`src/rtl/ssn_pkg.sv`:
```
package ssn_pkg;

  // Width used to carry a lane index inside the control strobe bundle.
  localparam int VIC_W = 8;

  typedef enum logic {
    MODE_TOGGLE = 1'b0,
    MODE_RANDOM = 1'b1
  } burst_mode_e;

  // Strobes from the burst control to the lane datapath.
  typedef struct packed {
    logic              step;       // advance one bit time
    logic              onPhase;    // current cycle is inside the on phase
    logic              toggleBit;  // alternating bit for toggling mode
    burst_mode_e       mode;       // effective aggressor mode
    logic [VIC_W-1:0]  victim;     // effective, clamped victim lane
  } lane_ctrl_t;

endpackage

```
`src/rtl/ssn_lfsr.sv`:
```
module ssn_lfsr #(
  parameter int         W    = 15,
  parameter int         TAP  = 13,
  parameter logic [W-1:0] SEED = '1
) (
  input  logic clk,
  input  logic rst,
  input  logic adv,
  output logic bitOut
);

  logic [W-1:0] state;
  logic         feedback;

  assign feedback = state[W-1] ^ state[TAP];
  assign bitOut   = state[W-1];

  always_ff @(posedge clk) begin
    if (rst) begin
      state <= SEED;
    end else if (adv) begin
      state <= {state[W-2:0], feedback};
    end
  end

endmodule

```
`src/rtl/ssn_burst_ctrl.sv`:
```
module ssn_burst_ctrl
  import ssn_pkg::*;
#(
  parameter int LANES = 48,
  parameter int IDX_W = 6,
  parameter int LEN_W = 8
) (
  input  logic             clk,
  input  logic             rst,
  input  logic             en,
  input  logic [IDX_W-1:0] victimSel,
  input  logic             modeSel,
  input  logic [LEN_W-1:0] onLen,
  input  logic [LEN_W-1:0] offLen,
  output lane_ctrl_t       strb,
  output logic             atPeriodStart
);

  localparam int POS_W = LEN_W + 1;
  localparam logic [VIC_W-1:0] LAST_LANE = VIC_W'(LANES - 1);

  logic [POS_W-1:0] pos;
  logic [VIC_W-1:0] cfgVic;
  burst_mode_e      cfgMode;
  logic [LEN_W-1:0] cfgOn;
  logic [LEN_W-1:0] cfgOff;

  logic [VIC_W-1:0] vicClamped;
  logic [VIC_W-1:0] effVic;
  burst_mode_e      effMode;
  logic [LEN_W-1:0] effOn;
  logic [LEN_W-1:0] effOff;
  logic [POS_W-1:0] onSpan;
  logic [POS_W-1:0] periodLen;
  logic [POS_W-1:0] posNext;

  assign atPeriodStart = (pos == '0);

  always_comb begin
    vicClamped = VIC_W'(victimSel);
    if (vicClamped > LAST_LANE) vicClamped = LAST_LANE;
  end

  // Inputs are used directly in the first cycle of a period, latched copies afterwards.
  assign effVic  = atPeriodStart ? vicClamped : cfgVic;
  assign effMode = atPeriodStart ? burst_mode_e'(modeSel) : cfgMode;
  assign effOn   = atPeriodStart ? onLen : cfgOn;
  assign effOff  = atPeriodStart ? offLen : cfgOff;

  assign onSpan    = (effOn == '0) ? POS_W'(1) : {1'b0, effOn};
  assign periodLen = onSpan + {1'b0, effOff};
  assign posNext   = pos + POS_W'(1);

  always_ff @(posedge clk) begin
    if (rst) begin
      pos     <= '0;
      cfgVic  <= '0;
      cfgMode <= MODE_TOGGLE;
      cfgOn   <= '0;
      cfgOff  <= '0;
    end else if (en) begin
      if (atPeriodStart) begin
        cfgVic  <= vicClamped;
        cfgMode <= burst_mode_e'(modeSel);
        cfgOn   <= onLen;
        cfgOff  <= offLen;
      end
      pos <= (posNext == periodLen) ? '0 : posNext;
    end
  end

  always_comb begin
    strb.step      = en;
    strb.onPhase   = (pos < onSpan);
    strb.toggleBit = ~pos[0];
    strb.mode      = effMode;
    strb.victim    = effVic;
  end

endmodule

```
`src/rtl/ssn_lane_dp.sv`:
```
module ssn_lane_dp
  import ssn_pkg::*;
#(
  parameter int           LANES      = 48,
  parameter logic [14:0]  VIC_SEED   = 15'h1ACE,
  parameter logic [9:0]   XT_LO_SEED = 10'h2B5,
  parameter logic [9:0]   XT_HI_SEED = 10'h13C,
  parameter logic [8:0]   AGG_SEED   = 9'h0F1
) (
  input  logic             clk,
  input  logic             rst,
  input  lane_ctrl_t       strb,
  output logic [LANES-1:0] dataOut
);

  logic       victimBit;
  logic [1:0] xtBits;     // [0] lane below victim, [1] lane above
  logic       aggRaw;
  logic       aggBit;
  logic [LANES-1:0] laneBits;

  ssn_lfsr #(.W(15), .TAP(13), .SEED(VIC_SEED)) u_vicGen (
    .clk(clk), .rst(rst), .adv(strb.step), .bitOut(victimBit)
  );

  for (genvar k = 0; k < 2; k++) begin : g_xt
    localparam logic [9:0] XT_SEED = (k == 0) ? XT_LO_SEED : XT_HI_SEED;
    ssn_lfsr #(.W(10), .TAP(6), .SEED(XT_SEED)) u_xtGen (
      .clk(clk), .rst(rst), .adv(strb.step), .bitOut(xtBits[k])
    );
  end

  ssn_lfsr #(.W(9), .TAP(4), .SEED(AGG_SEED)) u_aggGen (
    .clk(clk), .rst(rst), .adv(strb.step), .bitOut(aggRaw)
  );

  always_comb begin
    if (!strb.onPhase)               aggBit = 1'b0;
    else if (strb.mode == MODE_RANDOM) aggBit = aggRaw;
    else                             aggBit = strb.toggleBit;
  end

  for (genvar g = 0; g < LANES; g++) begin : g_lane
    localparam logic [VIC_W-1:0] SELF = VIC_W'(g);
    localparam logic [VIC_W-1:0] UP   = VIC_W'(g + 1);
    logic isAbove;
    if (g == 0) begin : g_first
      assign isAbove = 1'b0;
    end else begin : g_rest
      localparam logic [VIC_W-1:0] DOWN = VIC_W'(g - 1);
      assign isAbove = (strb.victim == DOWN);
    end
    always_comb begin
      if (strb.victim == SELF)    laneBits[g] = victimBit;
      else if (strb.victim == UP) laneBits[g] = xtBits[0];
      else if (isAbove)           laneBits[g] = xtBits[1];
      else                        laneBits[g] = aggBit;
    end
  end

  always_ff @(posedge clk) begin
    if (rst)            dataOut <= '0;
    else if (strb.step) dataOut <= laneBits;
  end

endmodule

```
`src/rtl/ssn_pattern_gen.sv`:
```
module ssn_pattern_gen
  import ssn_pkg::*;
#(
  parameter int          LANES      = 48,
  parameter int          LEN_W      = 8,
  parameter int          IDX_W      = $clog2(LANES),
  parameter logic [14:0] VIC_SEED   = 15'h1ACE,
  parameter logic [9:0]  XT_LO_SEED = 10'h2B5,
  parameter logic [9:0]  XT_HI_SEED = 10'h13C,
  parameter logic [8:0]  AGG_SEED   = 9'h0F1
) (
  input  logic             clk,
  input  logic             rst,
  input  logic             en,
  input  logic [IDX_W-1:0] victimSel,
  input  logic             modeSel,
  input  logic [LEN_W-1:0] onLen,
  input  logic [LEN_W-1:0] offLen,
  output logic [LANES-1:0] dataOut
);

  lane_ctrl_t strb;
  logic       atPeriodStart;

  ssn_burst_ctrl #(.LANES(LANES), .IDX_W(IDX_W), .LEN_W(LEN_W)) u_ctrl (
    .clk(clk), .rst(rst), .en(en), .victimSel(victimSel), .modeSel(modeSel),
    .onLen(onLen), .offLen(offLen), .strb(strb), .atPeriodStart(atPeriodStart)
  );

  ssn_lane_dp #(
    .LANES(LANES), .VIC_SEED(VIC_SEED), .XT_LO_SEED(XT_LO_SEED),
    .XT_HI_SEED(XT_HI_SEED), .AGG_SEED(AGG_SEED)
  ) u_dp (
    .clk(clk), .rst(rst), .strb(strb), .dataOut(dataOut)
  );

endmodule

```
`config.mk`:
```
export PLATFORM = sky130hd
export DESIGN_NAME = ssn_pattern_gen
export DESIGN_NICKNAME = d
export VERILOG_FILES = /design/src/rtl/ssn_pkg.sv /design/src/rtl/ssn_lfsr.sv /design/src/rtl/ssn_burst_ctrl.sv /design/src/rtl/ssn_lane_dp.sv /design/src/rtl/ssn_pattern_gen.sv
export SDC_FILE = /design/constraint.sdc
export NUM_CORES = 1
export LEC_CHECK = 0
export CORE_ASPECT_RATIO = 1.75
export CORE_UTILIZATION = 45
export DETAILED_ROUTE_END_ITERATION = 8
export PLACE_DENSITY = 0.66
export RECOVER_POWER = 100
export SLEW_MARGIN = 10
export SYNTH_ARGS = -nofsm -noshare
export SYNTH_HDL_FRONTEND = slang
export SYNTH_HIERARCHICAL = 1
export SYNTH_SLANG_ARGS = --single-unit
```
`constraint.sdc`:
```
create_clock -name clk -period 5.6 [get_ports clk]
set_input_delay 1.12 -clock clk [delete_from_list [all_inputs] [get_ports clk]]
set_output_delay 1.12 -clock clk [all_outputs]
set_load 0.05 [all_outputs]
```
==> results of run 1 <==
## cell usage in the layout (no fill, tap or decap), types with 19 or more instances in the layout
cell / count
nand2_1: 81
o32ai_1: 43
o21ai_0: 19
nor2b_1: 19
nor2_1: 74
nand2b_1: 50
a21oi_1: 43
nor3_1: 27
a22oi_1: 28
dfxtp_1: 126
clkdlybuf4s50_1: 23
mux2i_1: 36
dlygate4sd3_1: 48
nand3_1: 28
## worst min-delay path by stage
stage | from | endpoint | slack (ns) | cells past startpoint
2_1_floorplan | u_dp/u_vicGen/state[11] | u_dp/u_vicGen/state[12] | 0.43 | 1
5_1_grt | u_dp/u_vicGen/state[2] | u_dp/u_vicGen/state[3] | 0.46 | 1
4_1_cts | u_dp/u_vicGen/state[2] | u_dp/u_vicGen/state[3] | 0.45 | 1
6_report | u_ctrl/cfgOff[6] | u_ctrl/cfgOff[6] | 0.46 | 2
3_5_place_dp | u_dp/u_vicGen/state[2] | u_dp/u_vicGen/state[3] | 0.45 | 1
3_3_place_gp | u_dp/u_vicGen/state[2] | u_dp/u_vicGen/state[3] | 0.44 | 1
## sequential cells by signal, summed over array words and instances, names as in the netlist
name and flops:
u_dp/u_aggGen/state 9, u_dp/u_vicGen/state 15, u_ctrl/cfgVic 8, u_dp/g_xt.u_xtGen/state 20, u_ctrl/pos 9, u_ctrl/cfgMode 1
u_dp/dataOut 48, u_ctrl/cfgOn 8, u_ctrl/cfgOff 8
## stage by stage
| stage | std cells | worst slack (ns) | power [uW] | area (sq um) | hold WS [ns] |
|---|---|---|---|---|---|
| after floorplan | 892 | 1.39 | 1830 | 7450 | 0.431 |
| after global placement | 1091 | 0.917 | 2120 | 8190 | 0.436 |
| after detailed placement | 1091 | 0.852 | 2130 | 8190 | 0.446 |
| after CTS | 1123 | 1.01 | 3360 | 8840 | 0.454 |
| after global routing | 1123 | 0.415 | 3470 | 8830 | 0.462 |
| final | 1123 | 0.917 | 3330 | 8830 | 0.457 |
## power breakdown
part | internal (uW) | switching [uW]
sequential | 983 | 59.9
clock | 797 | 428
combinational | 371 | 694
## area by class of cell
| type | instances | area (sq um) |
|---|---|---|
| clock buffer | 21 | 480 |
| clock inverter | 11 | 176 |
| fill | 1485 | 7200 |
| inverter | 17 | 63.8 |
| multi-input combinational | 670 | 4510 |
| sequential | 126 | 2520 |
| tap | 189 | 236 |
| timing repair buffer | 89 | 842 |
## per-layer routing
layer  vias up  track usage, %  wire length (microns)
met3        64            3.88                   1110
met4         0            19.0                   1310
li1       3344               -                      -
met5         -               0                      0
met1      3268            29.2                   8150
met2       279            45.1                  11100
## cells by family (layout without fill, tap and decap cells)
kind of cell,Yosys count,in the layout
AND/OR/NAND/NOR,369,369
AO/OA/AOI/OAI,216,216
flip-flops,126,126
buffers and inverters,96,138
multiplexers,46,46
XOR/XNOR,21,21
adder cells (fa/ha/maj),18,18
## worst max-delay path, cell delays in order
cell and delay (ns):
clkbuf_1 2.33, nand2b_2 1.07, o32ai_1 0.22
==> out/metrics.cfg, run 1 <==
[logic_synthesis]
synth.most_common_cell = dfxtp_1
netlist_instances = 892
synth_ff_type = dfxtp_1
synthXorXnorAreaFrac_pct = 2.84
synth.area.top_cells = dfxtp_1, o32ai_1, mux2i_1
yosys.area_share.simple_pct = 26.5
synth_mux_area_share_pct = 6.35
synthTopCellsByCount = dfxtp_1, nand2_1, nor2_1
yosysTopAreaCell = dfxtp_1
ys_seq_elements = 126
synth.yosys.seq_area_share_pct = 33.9
yosys_warnings = 6
synth_top_area_share_pct = 33.9
synth_area_sq_um = 7450
synth_nets = 936
synth_cell_types = 72
async_flop_share_pct = 0
synthAdderAreaFrac_pct = 3.12
synth-compound-area-share_pct = 21.3
synth_edf_count = 0
syn_area_per_cell_sq_um = 8.35
synth_top_family_by_area = simple AND/OR/NAND/NOR gates

[global_routing]
grt_max_degree = 78
grt_usage_pct = 26.2
grt_pass1_wl_microns = 34700
grt_pass1_vias = 6771
grt_overflow = 0
antenna_found_initial = 0

[cts]
cts_tree = yes
clock-sinks = 126
clock-root-buffer = clkbuf_16
cts_max_level = 4
cts_resized = 0
clk-insertion-delay-late_ns = 0.42
postCtsHoldBufs = 0
cts_buffer_depth = 2
post-cts-setup-buffers = 0
numCtsBuffers = 17
clk_pin_slew_worst_paths_ns = 0.06

[timing]
finalCritPeriodShare_pct = 83.6
period_minus_slack_ns = 4.68
grt_setup_unrepaired = no
max_freq_ghz = 0.214
drv_slew = 75
tightest_slew_ns = 3.37
hold_viol = 0
fin_setup_tns_ns = 0
fin_skew_ns = 0.0130
setup_viol = 0
slew_headroom_pct = -125

[setup_path]
start_kind = input pin
rr_startpoint = u_ctrl/pos[0]
crit_required_ns = 5.74
worstPathMaxFanout = 74
r2r-end = u_dp/dataOut[41]
worstPathArrival_ns = 4.82
r2r_cells = 18
worst-setup-path-type = in2reg
critical_path.endpoint = u_dp/dataOut[33]
ff2ff_setup_slack_ns = 0.96
endpoint_kind = flip-flop
crit_path_start = rst

[drt]
first_pass_iters = 5
routed_wirelength_microns = 21600
ant_nets = 0
drc_errors = 0
wire_per_inst_microns = 19.3
drt_iter0_markers = 405
num_vias = 6955
vias_per_cell = 6.19

[floorplanning]
ios = 74
die-height_microns = 172
dieArea_sq_um = 17100
rows = 61
initial_utilization_pct = 46.5
core_sq_um = 16000
die_x_microns = 99.3

[run]
maxCapViolCount = 1

[layout]
drive_gt1_share_pct = 9.74
num-nets-final = 965
final_util_pct = 55.1
diodes = 0
syn_to_final_growth_pct = 18.5

[place]
hpwlAfterDp_microns = 14600
port_buffers = 73
gp_congestion = 0.911

[run_status]
outcome = complete, but fails checks
violations = max-capacitance violations, max-slew violations

[power]
p_leak_uw = 0.00346
power_density_nw_per_um2 = 377
vdd_drop_max_uv = 179

[min_path]
hp-class = reg2reg

Note: power is estimated with default switching activity, not from simulation.
==> run 2, diff against run 1 <==
- PLACE_DENSITY: 0.66 -> 0.69
- clock period: 5.6 -> 4.2 ns (I/O delays scaled with it)
==> run 2 against run 1 <==
- the flow still finishes with violations (max-capacitance violations, max-slew violations)
- die area unchanged
- sequential share of layout area is 0.15 points lower
- register-to-register slack lost 0.71 ns
- worst setup slack got worse by 0.67 ns
- clock-buffer cell count decreased by 4
- critical path depth rose by 15
- global-route usage down 0.19 points
- sequential power grew 34%
==> out/metrics.cfg, run 2 (same netlist as run 1, synthesis figures left out) <==
[layout]
multiInputGateArea_sq_um = 4510  ; about the same
final_cell_mix = dfxtp_1, nand2_1, nor2_1  ; unchanged
postLayoutCellArea_sq_um = 8880  ; was 8830 sq um
seq_area_sq_um = 2520  ; unchanged
fillCellCount = 1545  ; was 1485
reg_top3 = u_dp/dataOut (48), u_dp/g_xt.u_xtGen/state (20), u_dp/u_vicGen/state (15)  ; unchanged
final_common_cell = dfxtp_1  ; unchanged
drive_gt1_share_pct = 11.8  ; was 9.74%
largest_reg_flops = 48  ; unchanged
num-nets-final = 984  ; was 965
syn_to_final_growth_pct = 19.2  ; was 18.5%
diodes = 0  ; unchanged
top_register = u_dp/dataOut  ; unchanged

[global_routing]
antenna_found_initial = 0  ; unchanged
grt_overflow = 0  ; unchanged
grt_max_degree = 75  ; was 78
grt_pass1_vias = 6790  ; was 6771
grt_pass1_wl_microns = 34500  ; was 34700 microns
grt_usage_pct = 26.0  ; was 26.2%

[timing]
hold_viol = 0  ; unchanged
slew_headroom_pct = -3.23  ; was -125%
tightest_slew_ns = 1.55  ; was 3.37 ns
max_freq_ghz = 0.253
finalCritPeriodShare_pct = 94.1
fin_skew_ns = 0.0111  ; was 0.0130 ns
setup_viol = 0  ; unchanged
period_minus_slack_ns = 3.95
drv_slew = 75  ; unchanged
setup_slack_ns = 0.250  ; was 0.917 ns

[setup_path]
crit_path_max_incr_delay_ns = 0.41  ; was 2.33 ns
crit_chain = inv_1, ha_1, nor4b_2, nand2_1, inv_4, mux2i_2, ha_1, a21o_1, a21o_1, a21o_1, a21o_1, a21o_1, a2111oi_1, inv_1, nor2_2, buf_12, a32oi_1, o32ai_1  ; was clkbuf_1, nand2b_2, o32ai_1
start_kind = flip-flop  ; was input pin
cp_common_cell = a21o_1
cp.buffers_inverters = 4  ; was 1
worstPathMaxFanout = 45  ; was 74
worstPathArrival_ns = 4.25  ; was 4.82 ns
slowest_stage = a2111oi_1  ; was clkbuf_1
endpoint_kind = flip-flop  ; unchanged
worst-setup-path-type = reg2reg  ; was in2reg
cp_top_family = compound AO/OA/AOI/OAI gates  ; was buffers and inverters
crit_required_ns = 4.50  ; was 5.74 ns

[run]
maxCapViolCount = 1  ; unchanged

[floorplanning]
die-height_microns = 172  ; unchanged
die_x_microns = 99.3  ; unchanged
core_sq_um = 16000  ; unchanged
rows = 61  ; unchanged
dieArea_sq_um = 17100  ; unchanged
initial_utilization_pct = 46.5  ; unchanged
ios = 74  ; unchanged

[run_status]
violations = max-capacitance violations, max-slew violations  ; unchanged
outcome = complete, but fails checks  ; unchanged

[drt]
vias_per_cell = 6.14  ; was 6.19
num_vias = 7002  ; was 6955
wire_per_inst_microns = 19.0  ; was 19.3 microns
routed_wirelength_microns = 21700  ; was 21600 microns
drt_iter0_markers = 430  ; was 405
drc_errors = 0  ; unchanged
ant_nets = 0  ; unchanged
first_pass_iters = 6  ; was 5

[cts]
post-cts-setup-buffers = 0  ; unchanged
clk-insertion-delay-late_ns = 0.42  ; about the same
clock-sinks = 126  ; unchanged
cts_tree = yes  ; unchanged
clock-root-buffer = clkbuf_16  ; unchanged
cts_resized = 0  ; unchanged
cts_max_level = 4  ; unchanged
numCtsBuffers = 17  ; unchanged
postCtsHoldBufs = 0  ; unchanged
cts_buffer_depth = 2  ; unchanged
clk_pin_slew_worst_paths_ns = 0.06  ; about the same

[min_path]
hp-class = reg2reg  ; unchanged

[place]
placed_cell_area_sq_um = 8350  ; was 8190 sq um
hpwlAfterDp_microns = 14900  ; was 14600 microns
gp_congestion = 0.939  ; was 0.911
dpl_worst_slack_ns = 0.0809  ; was 0.852 ns
port_buffers = 73  ; unchanged

[power]
power_density_nw_per_um2 = 475  ; was 377 nW/um^2
p_leak_uw = 0.00351  ; was 0.00346 uW
vdd_drop_max_uv = 330  ; was 179 uV

[run 2: where the power goes]
| group | total, uW | internal [uW] | switching [uW] | leakage [uW] |
|---|---|---|---|---|
| logic | 1450 | 521 | 931 | 0.00221 |
| clock network | 1380 | 808 | 570 | 0.000261 |
| registers | 1390 | 1310 | 76.5 | 0.00104 |
| total | 4220 | 2640 | 1580 | 0.00351 |
[run 2: worst paths after layout]
| kind | slack [ns] | start | to | depth (start not counted) |
|---|---|---|---|---|
| min reg2reg | 0.46 | u_ctrl/cfgOff[1] | u_ctrl/cfgOff[1] | 2 |
| max reg2reg | 0.25 | u_ctrl/pos[0] | u_dp/dataOut[11] | 18 |
| max | 0.25 | u_ctrl/pos[0] | u_dp/dataOut[11] | 18 |
| min | 0.46 | u_ctrl/cfgOff[1] | u_ctrl/cfgOff[1] | 2 |
[run 2: worst reg2reg max path, cell delays in order (launching register included)]
cell	delay [ns]
dfxtp_1	0.30
inv_1	0.11
ha_1	0.15
nor4b_2	0.17
nand2_1	0.14
inv_4	0.18
mux2i_2	0.26
ha_1	0.28
a21o_1	0.16
a21o_1	0.17
a21o_1	0.17
a21o_1	0.17
a21o_1	0.17
a2111oi_1	0.41
inv_1	0.14
nor2_2	0.17
buf_12	0.23
a32oi_1	0.14
o32ai_1	0.30
[run 2: area by class of cell]
cell class                 instances  share of cell area, %
clock buffer                      17                   4.79
clock inverter                    14                   1.35
inverter                          17                  0.747
multi-input combinational        670                   50.8
sequential                       126                   28.4
tap                              189                   2.66
timing repair buffer             108                   11.2
[run 2: metrics by stage]
stage | utilization [%] | setup TNS [ns] | total power (uW) | hold WS [ns] | std cells
2_1_floorplan | - | 0 | 2430 | 0.431 | 892
3_3_place_gp | 52.1 | 0 | 2860 | 0.437 | 1110
3_5_place_dp | 52.1 | 0 | 2870 | 0.447 | 1110
4_1_cts | 55.5 | 0 | 4260 | 0.455 | 1141
5_1_grt | 55.4 | -0.0557 | 4400 | 0.474 | 1141
6_report | 55.4 | 0 | 4220 | 0.456 | 1141
[run 2: routing by layer]
layer	track usage, %	vias to the layer above	wire length, microns
met5	0	-	0
met4	21.1	0	1660
met3	4.20	89	1020
met2	44.8	271	10800
met1	27.9	3268	8180
li1	-	3374	-
==> run 3, diff against run 2 <==
- RECOVER_POWER: 100 -> 25
==> run 3 against run 2 <==
- the flow still finishes with violations (max-capacitance violations, max-slew violations)
- clock skew about the same
- routed wire length decreased by 0.12%
- worst hold slack about the same
- clock-buffer cell count unchanged
- worst setup slack improved by 0.0076 ns
- critical endpoint unchanged
- largest cell class unchanged
- highest routed layer unchanged
==> out/metrics.cfg, run 3 (same netlist as run 1, synthesis figures left out) <==
[setup_path]
r2r_cells = 18  ; unchanged
critical_path.endpoint = u_dp/dataOut[11]  ; unchanged
crit_path_start = u_ctrl/pos[0]  ; unchanged
cp_common_cell = a21o_1  ; unchanged
slowest_stage = a2111oi_1  ; unchanged
worst-setup-path-type = reg2reg  ; unchanged
worstPathArrival_ns = 4.25  ; about the same
rr_startpoint = u_ctrl/pos[0]  ; unchanged
crit_required_ns = 4.50  ; about the same
crit_chain = inv_1, ha_1, nor4b_2, nand2_1, inv_4, mux2i_2, ha_1, a21o_1, a21o_1, a21o_1, a21o_1, a21o_1, a2111oi_1, inv_1, nor2_2, buf_12, a32oi_1, o32ai_1  ; unchanged
start_kind = flip-flop  ; unchanged
r2r-end = u_dp/dataOut[11]  ; unchanged
endpoint_kind = flip-flop  ; unchanged
worstPathMaxFanout = 45  ; unchanged
crit_path_max_incr_delay_ns = 0.40  ; was 0.41 ns
ff2ff_setup_slack_ns = 0.26  ; was 0.25 ns

[layout]
drive_gt1_share_pct = 11.9  ; was 11.8%
num-nets-final = 984  ; unchanged
top_register = u_dp/dataOut  ; unchanged
syn_to_final_growth_pct = 19.2  ; about the same
largest_reg_flops = 48  ; unchanged
reg_top3 = u_dp/dataOut (48), u_dp/g_xt.u_xtGen/state (20), u_dp/u_vicGen/state (15)  ; unchanged
final_cell_mix = dfxtp_1, nand2_1, nor2_1  ; unchanged
fillCellCount = 1543  ; was 1545
diodes = 0  ; unchanged
final_common_cell = dfxtp_1  ; unchanged
final_cells = 1141  ; unchanged

[drt]
wire_per_inst_microns = 19.0  ; about the same
drc_errors = 0  ; unchanged
routed_wirelength_microns = 21600  ; was 21700 microns
num_vias = 7035  ; was 7002
first_pass_iters = 5  ; was 6
vias_per_cell = 6.17  ; was 6.14
drt_iter0_markers = 419  ; was 430
ant_nets = 0  ; unchanged

[timing]
holdWs_ns = 0.456  ; about the same
period_minus_slack_ns = 3.94  ; was 3.95 ns
tightest_slew_ns = 1.55  ; about the same
hold_viol = 0  ; unchanged
setup_viol = 0  ; unchanged
slew_headroom_pct = -3.25  ; was -3.23%
fin_skew_ns = 0.0107  ; was 0.0111 ns
max_freq_ghz = 0.254  ; was 0.253 GHz
fin_setup_tns_ns = 0  ; unchanged
setup_slack_ns = 0.257  ; was 0.250 ns
drv_slew = 75  ; unchanged
finalCritPeriodShare_pct = 93.9  ; was 94.1%

[cts]
post-cts-setup-buffers = 0  ; unchanged
clk_pin_slew_worst_paths_ns = 0.06  ; about the same
cts_buffer_depth = 2  ; unchanged
numCtsBuffers = 17  ; unchanged
cts_tree = yes  ; unchanged
clk-insertion-delay-late_ns = 0.42  ; about the same
clock-sinks = 126  ; unchanged
clock-root-buffer = clkbuf_16  ; unchanged
cts_max_level = 4  ; unchanged

[floorplanning]
core_sq_um = 16000  ; unchanged
ios = 74  ; unchanged
dieArea_sq_um = 17100  ; unchanged
die_x_microns = 99.3  ; unchanged
rows = 61  ; unchanged
initial_utilization_pct = 46.5  ; unchanged
die-height_microns = 172  ; unchanged

[global_routing]
grt_pass1_vias = 6790  ; unchanged
grt_pass1_wl_microns = 34500  ; unchanged
grt_max_degree = 75  ; unchanged
grt_overflow = 0  ; unchanged
grt_usage_pct = 26.0  ; unchanged
antenna_found_initial = 0  ; unchanged

[power]
power_density_nw_per_um2 = 478  ; was 475 nW/um^2
vdd_drop_max_uv = 330  ; about the same
p_leak_uw = 0.00340  ; was 0.00351 uW
p_total_uw = 4250  ; was 4220 uW

[min_path]
hp-class = reg2reg  ; unchanged

[place]
hpwlAfterDp_microns = 14900  ; unchanged
dp_cells = 1110  ; unchanged
port_buffers = 73  ; unchanged
dpl_worst_slack_ns = 0.0809  ; unchanged
gp_congestion = 0.939  ; unchanged

[run]
maxCapViolCount = 1  ; unchanged

[run_status]
violations = max-capacitance violations, max-slew violations  ; unchanged
outcome = complete, but fails checks  ; unchanged

[run 3: power breakdown]
group	total (uW)	switching, uW	internal [uW]
clock network	1380	571	808
logic	1480	935	543
registers	1390	78.9	1310
total	4250	1580	2660
[run 3: timing repair]
action | in CTS | in global routing
hold buffers | 0 | 0
endpoints found under the setup margin | 0 | 42
resized for setup | 0 | 3
[run 3: worst min path at each step]
| stage | startpoint | endpoint | cells past startpoint | slack (ns) |
|---|---|---|---|---|
| floorplan | u_dp/u_vicGen/state[11] | u_dp/u_vicGen/state[12] | 1 | 0.43 |
| global placement | u_dp/u_vicGen/state[11] | u_dp/u_vicGen/state[12] | 1 | 0.44 |
| detailed placement | u_ctrl/cfgOff[1] | u_ctrl/cfgOff[1] | 2 | 0.45 |
| CTS | u_ctrl/cfgOff[1] | u_ctrl/cfgOff[1] | 2 | 0.45 |
| global route | u_ctrl/cfgOff[0] | u_ctrl/cfgOff[0] | 2 | 0.47 |
| finish | u_ctrl/cfgOff[1] | u_ctrl/cfgOff[1] | 2 | 0.46 |
[run 3: final cells by class]
type                       count  area, sq um  share of cell area, %
clock buffer                  17          425                   4.79
sequential                   126         2520                   28.4
inverter                      17         66.3                  0.746
clock inverter                14          120                   1.35
timing repair buffer         108          993                   11.2
multi-input combinational    670         4520                   50.9
tap                          189          236                   2.66
[run 3: routing by layer]
metal  vias to the layer above  GRT usage, %  routed length, microns
met5                         -             0                       0
met4                         0          21.1                    1600
met3                        86          4.20                     964
met2                       284          44.8                   10800
met1                      3288          27.9                    8220
li1                       3377             -                       -
[run 3: critical path: cells and delay by family, from the launching register on]
kind                       cells  cell delay [ns]
AOI/OAI and AO/OA              8             1.66
buffers and inverters          4             0.66
and+or+nand+nor                3             0.48
adders and majority gates      2             0.43
DFF                            1             0.30
muxes                          1             0.26
[run 3: stage by stage]
step                      area (sq um)  util (%)
after floorplan                   7450         -
after CTS                         8900      55.5
after global placement            8350      52.1
final                             8880      55.4
after global routing              8880      55.4
after detailed placement          8350      52.1
